## config.mk

```make
export PLATFORM = sky130hd
export DESIGN_NAME = link_mode_resolver
export DESIGN_NICKNAME = d
export VERILOG_FILES = /design/src/rtl/lmr_pkg.sv /design/src/rtl/lmr_common.sv /design/src/rtl/lmr_pick.sv /design/src/rtl/lmr_state.sv /design/src/rtl/link_mode_resolver.sv
export SDC_FILE = /design/constraint.sdc
export NUM_CORES = 1
export LEC_CHECK = 0
export BUFFER_PORTS_ARGS = -buffer_cell sky130_fd_sc_hd__buf_2
export CAP_MARGIN = 15
export CELL_PAD_IN_SITES_DETAIL_PLACEMENT = 2
export CELL_PAD_IN_SITES_GLOBAL_PLACEMENT = 2
export CORE_MARGIN = 2
export CORE_UTILIZATION = 10
export DETAILED_ROUTE_END_ITERATION = 8
export PLACE_DENSITY = 0.69
export SETUP_SLACK_MARGIN = 0.15
export SLEW_MARGIN = 5
export SYNTH_ARGS = -nofsm -noshare
export SYNTH_HDL_FRONTEND = slang
export SYNTH_SLANG_ARGS = --single-unit
export TNS_END_PERCENT = 20
```

## constraint.sdc

```tcl
create_clock -name clk -period 0.9 [get_ports clk]
set_input_delay 0.18 -clock clk [delete_from_list [all_inputs] [get_ports clk]]
set_output_delay 0.18 -clock clk [all_outputs]
set_load 0.02 [all_outputs]
```

## src/rtl/lmr_pkg.sv

```systemverilog
// Package: shared constants and types for the link capability resolver.
// Assumes ability bits occupy a contiguous field whose index order equals
// the selection priority (index 0 lowest, highest index wins).
package lmr_pkg;
    localparam int ABIL_W    = 16;   // width of each PHY ability word
    localparam int ABIL_LSB  = 5;    // first ability bit in the word
    localparam int N_MODES   = 4;    // number of ability bits considered
    localparam int LINK_W    = 32;   // width of the encoded link word
    localparam int FORCE_POS = 16;   // position of the force flag
    localparam int CODE_W    = 16;   // width of the decimal speed code
    localparam int SPD_SLOW  = 10;   // decimal code for 10 Mb/s
    localparam int SPD_FAST  = 100;  // decimal code for 100 Mb/s

    // Mode index equals ability-field index; value order is priority order
    typedef enum logic [1:0] {
        MODE_10_HALF  = 2'd0,
        MODE_10_FULL  = 2'd1,
        MODE_100_HALF = 2'd2,
        MODE_100_FULL = 2'd3
    } lmode_e;

    // Speed and duplex split of a resolved mode
    typedef struct packed {
        logic fast;
        logic full;
    } lmode_t;

    // Translate a mode into its speed/duplex pair
    function automatic lmode_t split_mode(lmode_e m);
        lmode_t r;
        r.fast = (m == MODE_100_HALF) || (m == MODE_100_FULL);
        r.full = (m == MODE_10_FULL)  || (m == MODE_100_FULL);
        return r;
    endfunction
endpackage

```

## src/rtl/lmr_common.sv

```systemverilog
// Module: forms the ability field shared by both link ends.
// Assumes the field sits at LSB..LSB+N-1 of each word; the other bits are
// deliberately discarded here so nothing downstream can decode them.
module lmr_common #(
    parameter int W   = 16,
    parameter int LSB = 5,
    parameter int N   = 4
) (
    input  logic [W-1:0] adv,
    input  logic [W-1:0] abil,
    output logic [N-1:0] shared
);
    localparam int HI = LSB + N;

    logic [W-1:0] both;
    logic         unused_bits;

    // Bitwise intersection of the two words
    always_comb both = adv & abil;

    // Keep only the ability field
    always_comb shared = both[LSB +: N];

    // Bits outside the field are intentionally dropped
    generate
        if (HI < W) begin : g_top_bits
            assign unused_bits = ^{both[W-1:HI], both[LSB-1:0]};
        end else begin : g_no_top_bits
            assign unused_bits = ^both[LSB-1:0];
        end
    endgenerate
endmodule

```

## src/rtl/lmr_pick.sv

```systemverilog
// Module: fixed-priority selection over the shared ability field.
// Assumes field index i corresponds to mode value i and that a higher
// index has higher priority; an empty field selects the fallback mode.
module lmr_pick
    import lmr_pkg::*;
#(
    parameter int N = 4
) (
    input  logic [N-1:0] shared,
    output lmode_e       mode,
    output logic         none
);
    // Scan upward so the highest set index is the last to be written
    always_comb begin
        mode = MODE_10_HALF;
        for (int i = 0; i < N; i++) begin
            if (shared[i]) begin
                mode = lmode_e'(i[1:0]);
            end
        end
    end

    // Flag an empty intersection
    always_comb none = (shared == '0);
endmodule

```

## src/rtl/lmr_state.sv

```systemverilog
// Module: holds the resolved mode, encodes it, and pulses change/fallback.
// Assumes load is a one-cycle strobe; the held mode moves only on load.
module lmr_state
    import lmr_pkg::*;
#(
    parameter int LW   = 32,
    parameter int FPOS = 16,
    parameter int CW   = 16,
    parameter int SLOW = 10,
    parameter int FAST = 100
) (
    input  logic          clk,
    input  logic          rst_n,
    input  logic          load,
    input  lmode_e        mode,
    input  logic          none,
    output logic [LW-1:0] link_word,
    output logic          full_duplex,
    output logic          changed,
    output logic          bad_ability
);
    localparam logic [CW-1:0] CODE_SLOW = CW'(SLOW);
    localparam logic [CW-1:0] CODE_FAST = CW'(FAST);

    lmode_t        nxt;
    logic          cur_fast;
    logic          cur_full;
    logic [LW-1:0] nxt_word;

    // Split the candidate mode into speed and duplex
    always_comb nxt = split_mode(mode);

    // Encode a speed flag into the link-word layout
    function automatic logic [LW-1:0] encode(logic fast);
        logic [LW-1:0] w;
        w           = '0;
        w[FPOS]     = 1'b1;
        w[CW-1:0]   = fast ? CODE_FAST : CODE_SLOW;
        return w;
    endfunction

    // Candidate word, used for the comparison against the held word
    always_comb nxt_word = encode(nxt.fast);

    // Held mode plus one-cycle change and fallback pulses
    always_ff @(posedge clk) begin
        if (!rst_n) begin
            cur_fast    <= 1'b0;
            cur_full    <= 1'b0;
            changed     <= 1'b0;
            bad_ability <= 1'b0;
        end else begin
            changed     <= 1'b0;
            bad_ability <= 1'b0;
            if (load) begin
                cur_fast    <= nxt.fast;
                cur_full    <= nxt.full;
                changed     <= (nxt_word != link_word) || (nxt.full != cur_full);
                bad_ability <= none;
            end
        end
    end

    // Outputs derived from the held mode
    always_comb link_word   = encode(cur_fast);
    always_comb full_duplex = cur_full;
endmodule

```

## src/rtl/link_mode_resolver.sv

```systemverilog
// Module: top of the link capability resolver.
// Intersects the local advertisement with the partner ability, picks the
// best common 10/100 mode by fixed priority, and holds the result.
// Assumes both words are valid only in a cycle where in_valid is high.
module link_mode_resolver
    import lmr_pkg::*;
(
    input  logic              clk,
    input  logic              rst_n,
    input  logic              in_valid,
    input  logic [ABIL_W-1:0] local_adv,
    input  logic [ABIL_W-1:0] partner_abil,
    output logic [LINK_W-1:0] link_word,
    output logic              full_duplex,
    output logic              changed,
    output logic              bad_ability
);
    logic [N_MODES-1:0] shared;
    lmode_e             pick_mode;
    logic               pick_none;

    // Common ability field
    lmr_common #(.W(ABIL_W), .LSB(ABIL_LSB), .N(N_MODES)) u_common (
        .adv    (local_adv),
        .abil   (partner_abil),
        .shared (shared)
    );

    // Priority choice
    lmr_pick #(.N(N_MODES)) u_pick (
        .shared (shared),
        .mode   (pick_mode),
        .none   (pick_none)
    );

    // Held state and encoding
    lmr_state #(
        .LW   (LINK_W),
        .FPOS (FORCE_POS),
        .CW   (CODE_W),
        .SLOW (SPD_SLOW),
        .FAST (SPD_FAST)
    ) u_state (
        .clk         (clk),
        .rst_n       (rst_n),
        .load        (in_valid),
        .mode        (pick_mode),
        .none        (pick_none),
        .link_word   (link_word),
        .full_duplex (full_duplex),
        .changed     (changed),
        .bad_ability (bad_ability)
    );
endmodule

```

==> flow_summary.ini, run 1 <==
[place]
dp.cells = 120
gp_congestion = 0.6899
placed_cell_area_um2 = 479.2
port_buffers = 18
place_ws_ns = -0.04262
dpl.hpwl_um = 946.7

[sta]
rsz0062_at_grt = yes
period_minus_slack_ns = 0.9812
period_share = 1.090
slew_violations = 0
timing_hold_violations_final = 0
finClkSkew_ns = 0.004598
finalSetupViolCount = 6
fmaxAchievable_mhz = 1019
setup_ws_ns = -0.08119
fin_hold_ws_ns = 0.1466
fin_tns_setup_ns = -0.3787

[worst_setup_path]
crit_chain = buf_6 -> buf_6
ff2ff_path_depth = 3
r2r-end = u_state.changed
critical_path_arrival_ns = 0.80
cp_slowest_cell = dfxtp_4
r2r_slack_ns = -0.03
crit_path_start = u_state.cur_fast
cp-start-kind = register
critPathCaptureType = output pin
cp_max_fo = 3
critPathRequiredTime_ns = 0.72
max_stage_delay_ns = 0.35
crit_top_cell = buf_6
crit_end = link_word[6]
critical_path_class = register to output pin
reg2reg_from = u_state.full_duplex

[pwr]
comb_power_share = 0.317
cellPowerDensity_nw_per_um2 = 1464
switching_power_mw = 0.2924
p_int_mw = 0.5780
pwr-share-seq = 0.231
pwr-share-clk = 0.452
p_leak_nw = 0.2852
power_switching_share = 0.3359
ir_drop_mv = 0.2656

[die]
fp.dieW_um = 71.12
io_pins = 70
die_height_um = 71.12
start_util = 0.1034
fp.dieArea_um2 = 5057
core_area_um2 = 4354
rows = 24

[detailed_routing]
drc = 0
wl_per_cell_um = 8.664
drt_pass1_iterations = 2
via_per_inst = 2.792
routed_wl_um = 1083
ant_nets = 0
num_vias = 349
initialDrtViolationCount = 11

[cells_and_area]
mostFrequentLayoutCell = conb_1
syn2layout_area_growth_pct = 31.94
nets = 109
finish.instance_area_um2 = 594.3
antennaDiodeCount = 0
final_cell_mix = 27 x conb_1, 10 x buf_2, 9 x buf_6, 3 x nand3_1, 3 x clkbuf_8
stdcell_count = 125
drive_above_1_share = 0.4384

[grt]
grt_max_degree = 7
antenna_found_initial = 0
grt_pass1_vias = 321
grt_pass1_wl_um = 1531
globalRouteTotalUtil = 0.03874
grt-ovfl-total = 0

[clocking]
cts_made_buffers = 3
clk_transition_reported_paths_ns = 0.03
cts-root-buf = clkbuf_8
cts_tree = done
cts_hold_buffers = 0
h-tree-depth = 1
insertion_delay_ns = 0.21
clock_sinks = 4
clk_path_buf_depth = 2

[synthesis]
ys_seq_area_frac = 0.1778
syn_inst = 55
avgSynthCellArea_um2 = 8.190
yosys.cell_types.count = 17
synthesis.area_um2 = 450.4
ys_seq_elements = 4
ys.warnings.count = 0

[run_status]
status = finished with violations
violations = negative setup slack

[run]
max_cap_violations = 0

[worst_hold_path]
hold_class = primary input to register
stage by stage:
stage	util	total power, mW
final	0.1365	0.8704
after global routing	0.1365	0.9163
after CTS	0.1345	0.8760
after detailed placement	0.1101	0.4416
after global placement	0.1101	0.4330
after floorplan	-	0.4719
area by class of cell:
class	count	area, µm²
multi-input cells	44	232.7
fillers	526	3760
flip-flops and latches	4	88.84
repair buffers	20	158.9
well taps	52	65.06
clock buffers	4	45.04
inverters	1	3.754
registers in the layout, summed over array words and instances, names as in the netlist:
name,cells
u_state.bad_ability,1
u_state.changed,1
u_state.cur_fast,1
u_state.full_duplex,1
worst max-delay path: cells and delay by family, from the launching register on:
kind	cells	cell delay [ns]
buffers and inverters	2	0.24
flip-flops	1	0.35
power by group through the flow:
stage | Clock [mW] | Sequential [mW] | Combinational (mW)
2_1_floorplan | 0 | 0.212 | 0.259
3_3_place_gp | 0 | 0.203 | 0.230
3_5_place_dp | 0 | 0.205 | 0.237
4_1_cts | 0.403 | 0.202 | 0.271
5_1_grt | 0.420 | 0.203 | 0.293
6_report | 0.393 | 0.201 | 0.276
logic make-up after synthesis:
family,Yosys count,share of synthesized area
buf+inv,32,0.5250
compound gates,8,0.1694
simple gates,8,0.08889
flops,4,0.1778
other cells,2,0.01667
mux,1,0.02222
cells in the mapped netlist:
cell type,instances,area (µm²)
buf_4,31,232.7
dfxtp_1,4,80.08
nand3_1,3,15.01
a211oi_2,2,25.02
conb_1,2,7.510
nand2_1,2,7.510
a2111oi_2,1,15.01
a21o_1,1,7.510
a21oi_1,1,5.000
a22o_2,1,10.01
a32oi_1,1,8.760
inv_1,1,3.750
mux2i_1,1,10.01
nand4_1,1,6.260
nor2b_1,1,6.260
nor3_1,1,5.000
o21ai_0,1,5.000
worst min path at each step:
stage | start | endpoint | cells after the start
6_report | partner_abil[5] | u_state.bad_ability | 2
5_1_grt | partner_abil[5] | u_state.bad_ability | 2
4_1_cts | partner_abil[5] | u_state.bad_ability | 2
3_5_place_dp | partner_abil[5] | u_state.bad_ability | 2
3_3_place_gp | partner_abil[5] | u_state.bad_ability | 2
2_1_floorplan | in_valid | u_state.full_duplex | 1
layer usage:
layer,wire length (µm),vias up,global-route usage
met3,94,0,0.004274
met2,615,26,0.07477
met4,0,0,0.01887
met5,0,-,0
li1,-,161,-
met1,374,162,0.04117
repair_timing:
item / 4_1_cts / 5_1_grt
resized for setup: 18 / 2
buffers inserted: 1 / 0
setup endpoints to repair: 9 / 10
cloned: 0 / 0
Note: power is estimated with default switching activity, not from simulation.
==> run 2, diff against run 1 <==
CORE_UTILIZATION = 11   (was 10)
PLACE_DENSITY = 0.73   (was 0.69)
TNS_END_PERCENT = 10   (was 20)
clock period = 1.02 ns   (was 0.9 ns; I/O delays follow)
==> run 2 against run 1 <==
Net effect: the flow now finishes without violations; cell area is 8.0% lower; non-clock buffer count shrank 1; clock power decreased by 12%; combinational power is 20% lower; core utilization up 0.12 points; total power fell by 14%; die area shrank 8.6%; clock-buffer cell count is the same; sequential power fell by 12%; routed wire length decreased by 5.2%; global-route usage up 0.49 points; largest cell class unchanged.
==> flow_summary.ini, run 2 (same netlist as run 1, synthesis figures left out) <==
[worst_setup_path]
r2r_slack_ns = 0.11
critPathCaptureType = output pin
critical_path_arrival_ns = 0.76
cp-start-kind = register
reg2reg_from = u_state.cur_fast
crit_chain = inv_4 -> buf_6
critPathRequiredTime_ns = 0.82
critPathBufInv = 2
max_stage_delay_ns = 0.37
cp_max_fo = 5
cpLargestDelayFamily = flip-flops
cp_slowest_cell = dfxtp_4
crit_path_start = u_state.cur_fast
critical_path_class = register to output pin

[cells_and_area]
mostFrequentLayoutCell = conb_1
final_cell_mix = 27 x conb_1, 15 x buf_2, 3 x nand3_1, 3 x clkbuf_8
syn2layout_area_growth_pct = 21.39
utilization = 0.1377
antennaDiodeCount = 0
drive_above_1_share = 0.4167
nets = 108
nFillCells = 481

[grt]
grt_max_degree = 7
antenna_found_initial = 0
globalRouteTotalUtil = 0.04367
grt_pass1_vias = 319
grt-ovfl-total = 0
grt_pass1_wl_um = 1462

[die]
fp.dieW_um = 67.99
die_height_um = 67.99
io_pins = 70
core_area_um2 = 3971
rows = 23
fp.dieArea_um2 = 4623
start_util = 0.1134

[pwr]
cellPowerDensity_nw_per_um2 = 1362
totalPowerFinal_mw = 0.7444
p_leak_nw = 0.2735
ir_drop_mv = 0.1940

[sta]
fin_tns_setup_ns = 0
fmaxAchievable_mhz = 1038
finalSetupViolCount = 0
timing_hold_violations_final = 0
slew_violations = 0
finClkSkew_ns = 0.006358
period_share = 0.9450
period_minus_slack_ns = 0.9639
rsz0062_at_grt = yes
setup_ws_ns = 0.05615

[detailed_routing]
routed_wl_um = 1027
drt_pass1_iterations = 2
wl_per_cell_um = 8.418
via_per_inst = 2.770
num_vias = 338
initialDrtViolationCount = 2
ant_nets = 0
drc = 0

[place]
port_buffers = 18
gp_congestion = 0.6639
place_ws_ns = 0.07399
dpl.hpwl_um = 875.9

[worst_hold_path]
hold_class = primary input to register
min_from = partner_abil[5]

[clocking]
cts_tree = done
h-tree-depth = 1
clk_path_buf_depth = 2
insertion_delay_ns = 0.22
cts_made_buffers = 3
clk_transition_reported_paths_ns = 0.04
clock_sinks = 4
cts-root-buf = clkbuf_8

[run_status]
status = finished clean

[run]
max_cap_violations = 0
[run 2: cell count changes in the layout (fill, tap and decap cells not counted)]
cell / delta
buf_6: -7
inv_4: +1
buf_4: +1
buf_2: +5
inv_2: -1
dfxtp_1: +1
dfxtp_2: -1
[run 2: worst reg2reg max path: stages, from the launching register on]
cell and delay [ns]:
dfxtp_4 0.36, buf_4 0.15, nand4_1 0.06, nand3_1 0.09, nor3_2 0.17
[run 2: metrics by stage]
step           hold slack (ns)  instance area [µm²]  instances
5_1_grt                 0.1664                546.8        122
4_1_cts                 0.1715                541.8        122
2_1_floorplan           0.2833                549.3         80
3_3_place_gp            0.3958                469.2        117
6_report                0.1725                546.8        122
3_5_place_dp            0.4012                469.2        117
[run 2: where the power goes]
part | switching, mW | internal [mW] | leakage [nW]
registers | 0.0113 | 0.166 | 0.0343
clock network | 0.0806 | 0.267 | 0.0228
logic | 0.162 | 0.0578 | 0.216
total | 0.254 | 0.491 | 0.273
[run 2: final timing paths]
path                                             to  depth (start not counted)
worst max-delay path                   link_word[3]                          2
worst min-delay path            u_state.bad_ability                          2
worst max register to register      u_state.changed                          4
worst min register to register  u_state.full_duplex                          2
[run 2: per-layer routing]
layer,track usage,share of wire,vias to the layer above
li1,-,-,160
met4,0.02250,0,0
met3,0.01645,0.11,0
met5,0,0,-
met1,0.04122,0.35,154
met2,0.08131,0.54,24
[run 2: area by class of cell]
cell class                 count  area [µm²]  area share
tap                           50       62.56      0.1144
timing repair buffer          19       112.6      0.2059
clock buffer                   4       45.04     0.08238
inverter                       1       6.256     0.01144
sequential                     4       87.58      0.1602
multi-input combinational     44       232.7      0.4256
[run 2: timing repair]
action	CTS	global route
hold buffers	0	0
setup buffers	1	0
resized for setup	7	1
setup endpoints to repair	9	10
==> run 3, diff against run 2 <==
PLACE_DENSITY = default   (was 0.73)
PLACE_DENSITY_LB_ADDON = 0.1   (was default)
==> run 3 against run 2 <==
Net effect: final cell count decreased by 0.82%; sequential power is 2% higher; cell area is 2.7% higher; critical path depth is 1 lower; hold slack improved by 0.0029 ns; clock-buffer cell count is the same; clock power is essentially flat.
==> flow_summary.ini, run 3 (same netlist as run 1, synthesis figures left out) <==
[run_status]
status = finished clean

[die]
core_area_um2 = 3971
fp.dieArea_um2 = 4623
fp.dieW_um = 67.99
start_util = 0.1134
die_height_um = 67.99
rows = 23
io_pins = 70

[detailed_routing]
drc = 0
via_per_inst = 2.802
dr_wl_met2_um = 559
drt_pass1_iterations = 4
routed_wl_um = 1021
initialDrtViolationCount = 17
wl_per_cell_um = 8.438
highest_layer = met3
num_vias = 339
met3_length_um = 141
wl_met1_um = 320
ant_nets = 0

[worst_setup_path]
cp.depth = 1
critical_path_arrival_ns = 0.78
critPathRequiredTime_ns = 0.82
max_stage_delay_ns = 0.39
cpLargestDelayFamily = flip-flops
critPathBufInv = 1
critPathCaptureType = output pin
cp-start-kind = register
ff2ff_path_depth = 3
crit_chain = buf_2
cp_slowest_cell = dfxtp_4
cp_max_fo = 7
critical_path_class = register to output pin

[pwr]
switching_power_mw = 0.2557
power_switching_share = 0.3393
pwr-share-seq = 0.240
totalPowerFinal_mw = 0.7535
ir_drop_mv = 0.2693
p_int_mw = 0.4978
p_leak_nw = 0.2717
comb_power_share = 0.297
cellPowerDensity_nw_per_um2 = 1341
pwr-share-clk = 0.463

[place]
gp_congestion = 0.5981
placed_cell_area_um2 = 469.2
port_buffers = 18
place_ws_ns = 0.03139
dp.cells = 117
dpl.hpwl_um = 907.2

[cells_and_area]
stdcell_count = 121
final_cell_mix = 27 x conb_1, 11 x buf_2, 5 x buf_6, 3 x nand3_1, 3 x clkbuf_8
finish.instance_area_um2 = 561.8
antennaDiodeCount = 0
mostFrequentLayoutCell = conb_1
utilization = 0.1415
nFillCells = 479
nets = 107
drive_above_1_share = 0.4225
syn2layout_area_growth_pct = 24.72

[clocking]
clk_path_buf_depth = 2
cts-root-buf = clkbuf_8
clock_sinks = 4
cts_made_buffers = 3
cts_hold_buffers = 0
cts_tree = done
clk_transition_reported_paths_ns = 0.03
h-tree-depth = 1
insertion_delay_ns = 0.22

[sta]
timing_hold_violations_final = 0
setup_ws_ns = 0.03474
rsz0062_at_grt = yes
period_minus_slack_ns = 0.9853
slew_violations = 0
fin_tns_setup_ns = 0
finalSetupViolCount = 0
fin_hold_ws_ns = 0.1754
period_share = 0.9659
fmaxAchievable_mhz = 1015
finClkSkew_ns = 0.002062

[worst_hold_path]
worstHoldPathCells = 2
hold_class = primary input to register

[grt]
grt-ovfl-total = 0
grt_pass1_wl_um = 1462
globalRouteTotalUtil = 0.04466
grt_pass1_vias = 335
antenna_found_initial = 0
grt_max_degree = 8

[run]
max_cap_violations = 0
## run 3: repair_timing
action                                  in CTS  in global routing
buffers inserted                             0                  0
resized for setup                            6                 10
endpoints found under the setup margin       9                  9
pin swaps                                    0                  1
## run 3: power groups by stage
stage | Sequential, mW | Combinational, mW | Clock (mW)
after floorplan | 0.187 | 0.229 | 0
after global placement | 0.182 | 0.203 | 0
after detailed placement | 0.181 | 0.204 | 0
after CTS | 0.179 | 0.212 | 0.368
after global routing | 0.183 | 0.243 | 0.388
final | 0.181 | 0.224 | 0.349
## run 3: final cells by class
| class | count | area [µm²] | area share |
|---|---|---|---|
| Timing Repair Buffer | 18 | 126.4 | 0.2249 |
| Multi-Input combinational cell | 44 | 232.7 | 0.4143 |
| Clock buffer | 4 | 45.04 | 0.08018 |
| Inverter | 1 | 6.256 | 0.01114 |
| Tap cell | 50 | 62.56 | 0.1114 |
| Sequential cell | 4 | 88.84 | 0.1581 |
## run 3: final timing paths
path / slack [ns] / startpoint / endpoint
hold reg to reg: 0.58 / u_state.full_duplex / u_state.full_duplex
hold / removal: 0.18 / partner_abil[5] / u_state.bad_ability
setup reg to reg: 0.08 / u_state.full_duplex / u_state.changed
setup / recovery: 0.03 / u_state.cur_fast / link_word[6]
## run 3: metal layers
layer / track usage / vias up
li1: - / 157
met1: 0.03526 / 158
met2: 0.08495 / 24
met3: 0.02632 / 0
met4: 0.02250 / 0
met5: 0 / -
